--- src/rtl/irq_enable_ctrl.sv ---
module irq_enable_ctrl (
  input  logic       clk,
  input  logic       rst_n,
  input  logic       wr_en,
  input  logic [1:0] wr_sel,
  input  logic [7:0] wr_data,
  input  logic       rd_en,
  input  logic       rd_sel,
  output logic [5:0] rd_data,
  input  logic       tmr_pulse,
  input  logic       hbord_pulse,
  input  logic       vbord_pulse,
  input  logic       serial_n,
  input  logic       key_n,
  input  logic       cart_n,
  output logic       irq_n,
  output logic       firq_n
);
  logic       gate_i, gate_f;
  logic [5:0] irq_en, firq_en;
  logic [2:0] irq_lat, firq_lat;
  logic [2:0] pulses, ext_req;
  logic [5:0] irq_stat, firq_stat;
  logic       clr_i, clr_f;

  // R2 order: {timer, hborder, vborder, serial, keyboard, cartridge}
  assign pulses  = {tmr_pulse, hbord_pulse, vbord_pulse};
  assign ext_req = ~{serial_n, key_n, cart_n};

  assign irq_stat  = irq_en  & {irq_lat,  ext_req};
  assign firq_stat = firq_en & {firq_lat, ext_req};
  assign rd_data   = rd_sel ? firq_stat : irq_stat;

  assign irq_n  = ~(gate_i & |irq_stat);
  assign firq_n = ~(gate_f & |firq_stat);

  assign clr_i = (rd_en && !rd_sel) || (wr_en && wr_sel == 2'd1);
  assign clr_f = (rd_en &&  rd_sel) || (wr_en && wr_sel == 2'd2);

  always_ff @(posedge clk or negedge rst_n) begin
    if (!rst_n) begin
      irq_lat  <= '0;
      firq_lat <= '0;
    end else begin
      irq_lat  <= (clr_i ? 3'b000 : irq_lat)  | (pulses & irq_en[5:3]);
      firq_lat <= (clr_f ? 3'b000 : firq_lat) | (pulses & firq_en[5:3]);
    end
  end

  always_ff @(posedge clk or negedge rst_n) begin
    if (!rst_n) begin
      gate_i  <= 1'b0;
      gate_f  <= 1'b0;
      irq_en  <= '0;
      firq_en <= '0;
    end else if (wr_en) begin
      case (wr_sel)
        2'd0: begin
          gate_i <= wr_data[5];
          gate_f <= wr_data[4];
        end
        2'd1: irq_en  <= wr_data[5:0];
        2'd2: firq_en <= wr_data[5:0];
        default: ;
      endcase
    end
  end
endmodule


--- config.mk ---
export PLATFORM = sky130hd
export DESIGN_NAME = irq_enable_ctrl
export DESIGN_NICKNAME = d
export VERILOG_FILES = /design/src/rtl/irq_enable_ctrl.sv
export SDC_FILE = /design/constraint.sdc
export NUM_CORES = 1
export LEC_CHECK = 0
export ABC_AREA = 1
export BUFFER_PORTS_ARGS = -buffer_cell sky130_fd_sc_hd__buf_4
export CORE_MARGIN = 8
export CORE_UTILIZATION = 54
export CTS_CLUSTER_SIZE = 14
export DETAILED_ROUTE_END_ITERATION = 12
export GPL_ROUTABILITY_DRIVEN = 0
export GPL_TIMING_DRIVEN = 0
export HOLD_SLACK_MARGIN = 0.06
export PLACE_DENSITY = 0.92
export SYNTH_ARGS = -nofsm -noshare
export SYNTH_HDL_FRONTEND = slang
export SYNTH_SLANG_ARGS = --single-unit
export TNS_END_PERCENT = 50
--- constraint.sdc ---
create_clock -name clk -period 1.75 [get_ports clk]
set_clock_uncertainty 0.2 [all_clocks]
set_input_delay 0.35 -clock clk [delete_from_list [all_inputs] [get_ports clk]]
set_output_delay 0.35 -clock clk [all_outputs]
set_load 0.01 [all_outputs]
==> impl_metrics.tcl, run 1 <==
set metrics [dict create \
    tns_ns -0.0627 \
    min_period_ns 1.80 \
    vias 960 \
    antenna_cells 0 \
    area_growth_syn_to_layout_pct 35.9 \
    crit_arrival_ns 1.25 \
    synth_cell_types 10 \
    rr_worst_depth 4 \
    rsz0062_at_grt "yes" \
    min_path_cells 3 \
    cpPeakStageDelay_ns 0.43 \
    die_h_um 59.6 \
    portBuffers 26 \
    slew_headroom 0.824 \
    crit_path_end_kind "output port" \
    yosysWarnings 0 \
    final_cell_area_sq_um 1390 \
    grt_overflow 0 \
    place_area_sq_um 1250 \
    finalWorstSetupSlack_ns -0.0484 \
    place_hpwl_mm 1.81 \
    rows 15 \
    via_per_inst 5.05 \
    nNetsFinal 187 \
    drc 0 \
    hold_class "in -> reg" \
    grt_pass1_wl_mm 4.05 \
    yosysSeqAreaShare 0.488 \
    io_pins 29 \
    syn-num-nets 147 \
    cts.clk_slew.worst_paths_ns 0.11 \
    routedWlPerCell_um 13.0 \
    finalSetupViolations 2 \
    start_kind "flip-flop" \
    fmax_mhz 556 \
    path_buf_inv 1 \
    ant_nets 0 \
    syn_area_per_cell_sq_um 8.13 \
    drt_pass1_iterations 4 \
    die_w_um 59.6 \
    p_total_uw 1330 \
    cts.sinks 20 \
    path_class "reg -> out" \
    fillers 134 \
    cts-root-buf "clkbuf_4" \
    hold_path_startpoint "vbord_pulse" \
    syn_inst 126 \
    ir_drop_v 0.000675 \
    status "finished, violations left" \
    drive_gt1_frac 0.345 \
    drv_cap 0 \
    drtIter0Drc 17 \
    cellLeakagePower_uw 0.000760 \
    final_hold_viol_count 0 \
    hold_path_end "irq_lat[0]" \
    synthesis.area_sq_um 1020 \
    r2r_start "irq_en[3]" \
    clkLatencyLatePin_ns 0.30 \
    path_delay_family "flip-flops" \
    finalWirelength_mm 2.47 \
    die_area_sq_um 3550 \
    worst_pin_slew_ns 0.265 \
    regToRegSetupSlack_ns 0.67 \
    cts_made_buffers 3 \
    synth-seq-cells 20 \
    grt_pass1_vias 988 \
    antenna_found_initial 0 \
    htree_num_levels 1 \
    grt_max_degree 21 \
    r2r-end "irq_en[3]" \
    fin_crit_sh 1.03 \
    drv_slew 0 \
    crit_chain "nand2_2, nand2_2, nor2_2, nand2_1, nand2_1, buf_4" \
    required_ns 1.20 \
    worst_path_max_delay_cell "dfrtp_1" \
    cts_tree "done" \
    start_util 0.581 \
    post-place-ws_ns 0.170 \
    grt_util_all_layers 0.149 \
    core_area_sq_um 1760 \
    clockBufferDepth 2 \
    power.density_nw_per_um2 953 \
    failed_checks "setup timing" \
    cp_max_fo 2 \
]
-- worst register-to-register path, cell delays in order (launching register included) --
cell	delay (ns)
dfrtp_1	0.41
buf_4	0.13
buf_4	0.12
nand2_1	0.07
o21ai_2	0.05
-- per-stage QoR --
step / hold WS, ns / utilization / cells
2_1_floorplan: -0.146 / - / 126
3_3_place_gp: 0.0373 / 0.709 / 177
6_report: 0.0635 / 0.789 / 190
4_1_cts: 0.0615 / 0.769 / 187
3_5_place_dp: 0.0413 / 0.709 / 177
5_1_grt: 0.0790 / 0.789 / 190
-- timing repair --
| action | CTS | global route |
|---|---|---|
| setup buffers | 3 | 3 |
| hold buffers | 3 | 0 |
| gates resized for setup | 0 | 7 |
| endpoints found under the setup margin | 2 | 4 |
| cloned | 0 | 0 |
| pin swaps | 3 | 7 |
| endpoints found under the hold margin | 24 | 0 |
-- routing by layer --
| layer | wire [um] | vias to the layer above | part of all wire | global-route usage |
|---|---|---|---|---|
| met5 | 0 | - | 0 | 0 |
| met4 | 17 | 0 | 0.0069 | 0.0374 |
| met3 | 152 | 4 | 0.062 | 0.0564 |
| met2 | 1340 | 30 | 0.54 | 0.279 |
| met1 | 964 | 450 | 0.39 | 0.147 |
| li1 | - | 476 | - | - |
-- worst max-delay path by stage --
stage | to | depth (start not counted) | from
global placement | rd_data[5] | 4 | rd_sel
global route | irq_n | 6 | irq_lat[0]
CTS | firq_n | 6 | firq_en[4]
finish | irq_n | 6 | irq_lat[0]
floorplan | rd_data[0] | 2 | rd_sel
detailed placement | rd_data[3] | 4 | rd_sel
-- where the power goes --
part	leakage, uW	switching [uW]	total (uW)	internal [uW]
Combinational	0.000483	179	355	177
Sequential	0.000249	55.2	597	542
Clock	0.0000279	143	375	232
Total	0.000760	377	1330	950
-- cell usage after synthesis (all sizes together) --
cell type	instances	area share
o21ai	19	0.14
nand2	50	0.18
nor2	6	0.022
dfrtp	20	0.49
buf	3	0.027
inv	15	0.055
nand3	13	0.088
-- cells in the final DEF, fill, tap and decap left out, drive strengths merged --
cell type / instances
buf: 35
bufinv: 1
clkbuf: 3
dfrtp: 20
dlygate4sd3: 3
inv: 15
nand2: 50
nand3: 13
nor2: 6
o21ai: 19
-- area by class of cell --
class	count	area [sq um]	area share
Sequential cell	20	500	0.359
Multi-Input combinational cell	88	450	0.323
Timing Repair Buffer	35	274	0.197
Inverter	15	56.3	0.0404
Tap cell	25	31.3	0.0225
Clock inverter	1	30.0	0.0216
Buffer	3	27.5	0.0198
Clock buffer	3	22.5	0.0162
-- sequential cells by signal, summed over array words and instances, names as in the netlist --
| name | flops |
|---|---|
| firq_en | 6 |
| firq_lat | 3 |
| gate_f | 1 |
| gate_i | 1 |
| irq_en | 6 |
| irq_lat | 3 |
-- cells by family (layout without fill, tap and decap cells) --
family,Yosys count,in the layout,synth area share
and+or+nand+nor,69,69,0.293
DFF,20,20,0.488
AOI/OAI and AO/OA,19,19,0.137
buffers and inverters,18,57,0.0818
(Power assumes the default switching activity.)
==> inputs of run 2 (changes only) <==
- CTS_CLUSTER_SIZE: 14 -> 30
- PLACE_DENSITY: 0.92 -> 0.82
- clock period: 1.75 -> 2.1 ns (I/O delays scaled with it)
==> run 2 against run 1 <==
Against the previous run: the run now ends clean; non-clock buffer count decreased by 8; die area unchanged; cell count decreased by 4.2%; highest routed layer unchanged; count of clock-buffer cells in the layout increased by 1; worst hold slack improved by 0.060 ns; via count decreased by 3.8%; routed wire length decreased by 4.0%; combinational power decreased by 29%.
==> impl_metrics.tcl, run 2 (synthesis results as in run 1) <==
set metrics [dict create \
    grt_util_all_layers 0.144 \
    drv_cap 0 \
    core_area_sq_um 1760 \
    drc 0 \
    required_ns 1.48 \
    clockBufferDepth 2 \
    p_comb_frac 0.258 \
    switching_share 0.307 \
    place_area_sq_um 1250 \
    finalWirelength_mm 2.37 \
    die_w_um 59.6 \
    clkLatencyLatePin_ns 0.30 \
    htree_num_levels 1 \
    r2r_start "firq_en[4]" \
    worst_path_max_delay_cell "dfrtp_1" \
    io_pins 29 \
    place_hpwl_mm 1.84 \
    grt_pass1_wl_mm 3.93 \
    crit_path_end_kind "output port" \
    hold_path_startpoint "vbord_pulse" \
    vias 924 \
    start_kind "flip-flop" \
    post-place-ws_ns 0.373 \
    min_period_ns 1.88 \
    grt_pass1_vias 954 \
    path_buf_inv 1 \
    postCtsSetupBuffers 0 \
    cts.sinks 20 \
    final_cell_area_sq_um 1300 \
    cpPeakStageDelay_ns 0.42 \
    crit_chain "nand2_1, nand2_1, nor2_1, nand2_1, nand2_1, buf_4" \
    antenna_found_initial 0 \
    cts_tree "done" \
    die_h_um 59.6 \
    antenna_cells 0 \
    via_per_inst 5.08 \
    cellLeakagePower_uw 0.000712 \
    status "finished, final reports clean" \
    grt_overflow 0 \
    cts_made_buffers 3 \
    path_class "reg -> out" \
    rows 15 \
    critPathLaunch "irq_en[3]" \
    power.density_nw_per_um2 750 \
    cts.repair.resized 0 \
    hold_class "in -> reg" \
    cp_max_fo 3 \
    rsz0062_at_grt "no" \
    drive_gt1_frac 0.299 \
    drv_slew 0 \
    start_util 0.581 \
    finalSetupViolations 0 \
    cts.clk_slew.worst_paths_ns 0.11 \
    area_growth_syn_to_layout_pct 26.6 \
    slew_headroom 0.832 \
    worst_pin_slew_ns 0.252 \
    tns_ns 0 \
    ant_nets 0 \
    routedWlPerCell_um 13.0 \
    final_hold_viol_count 0 \
    final_cell_mix "nand2_1, buf_4, dfrtp_1" \
    ir_drop_v 0.000420 \
    layout_commonest_cell "nand2_1" \
    crit_arrival_ns 1.26 \
    die_area_sq_um 3550 \
    power_frac_clock 0.232 \
    cpMostUsedCell "nand2_1" \
    power_switching_uw 299 \
    finalWorstSetupSlack_ns 0.215 \
    nNetsFinal 179 \
    drtIter0Drc 21 \
    power.share.sequential 0.510 \
    power_report.internal_total_uw 674 \
    grt_max_degree 21 \
    final_core_util 0.735 \
    path_delay_family "simple AND/OR/NAND/NOR gates" \
    fmax_mhz 531 \
    drt_pass1_iterations 4 \
    top_regs "firq_en x6, irq_en x6" \
    fin_crit_sh 0.898 \
    portBuffers 26 \
    cts-root-buf "clkbuf_4" \
]
-- run 2: changes by cell type in the layout (fill, tap and decap cells not counted) --
cell           change
bufinv_16          -1
dlygate4sd3_1      -2
o21ai_1            -2
nor2_2             -1
nand2_1            +3
buf_6              -1
clkbuf_8           +1
o21ai_0            +2
nor2_1             +1
buf_4              -5
nand2_2            -3
-- run 2: final cells by class --
cell class	instances	area (sq um)
plain buffers	3	27.5
clock buffers	4	36.3
fillers	155	467
inverters	15	56.3
multi-input cells	88	440
flip-flops and latches	20	500
well taps	25	31.3
repair buffers	27	205
-- run 2: worst reg2reg max path, stage by stage, from the launching register on --
cell and delay [ns]:
dfrtp_1 0.42, nand2_1 0.10, o21ai_2 0.05
-- run 2: per-layer routing --
metal	global-route usage	part of all wire	up-vias
li1	-	-	461
met1	0.148	0.41	438
met2	0.274	0.54	21
met3	0.0260	0.048	4
met4	0.0578	0.0097	0
met5	0	0	-
-- run 2: through the flow --
step,std cells,hold slack (ns),power [uW]
finish,182,0.124,973
global route,182,0.125,1030
CTS,182,0.110,985
detailed placement,177,0.110,755
global placement,177,0.111,744
floorplan,126,-0.0756,646
-- run 2: final timing paths --
check / slack, ns / depth (start not counted) / endpoint
setup / recovery: 0.22 / 6 / irq_n
max in group asynchronous: 1.18 / 2 / irq_lat[1]
setup reg to reg: 1.23 / 2 / firq_en[4]
hold reg to reg: 0.30 / 2 / irq_en[0]
hold / removal: 0.12 / 3 / irq_lat[0]
min in group asynchronous: 0.31 / 2 / irq_en[2]
-- run 2: power by group through the flow --
stage | Combinational (uW) | Clock (uW) | Sequential (uW)
final | 251 | 225 | 497
after floorplan | 153 | 0 | 493
after detailed placement | 252 | 0 | 503
after CTS | 254 | 235 | 496
after global placement | 243 | 0 | 501
after global routing | 283 | 244 | 506
-- run 2: repair_timing --
action,4_1_cts,5_1_grt
endpoints found under the setup margin,0,0
endpoints found under the hold margin,20,0
hold buffers,1,0
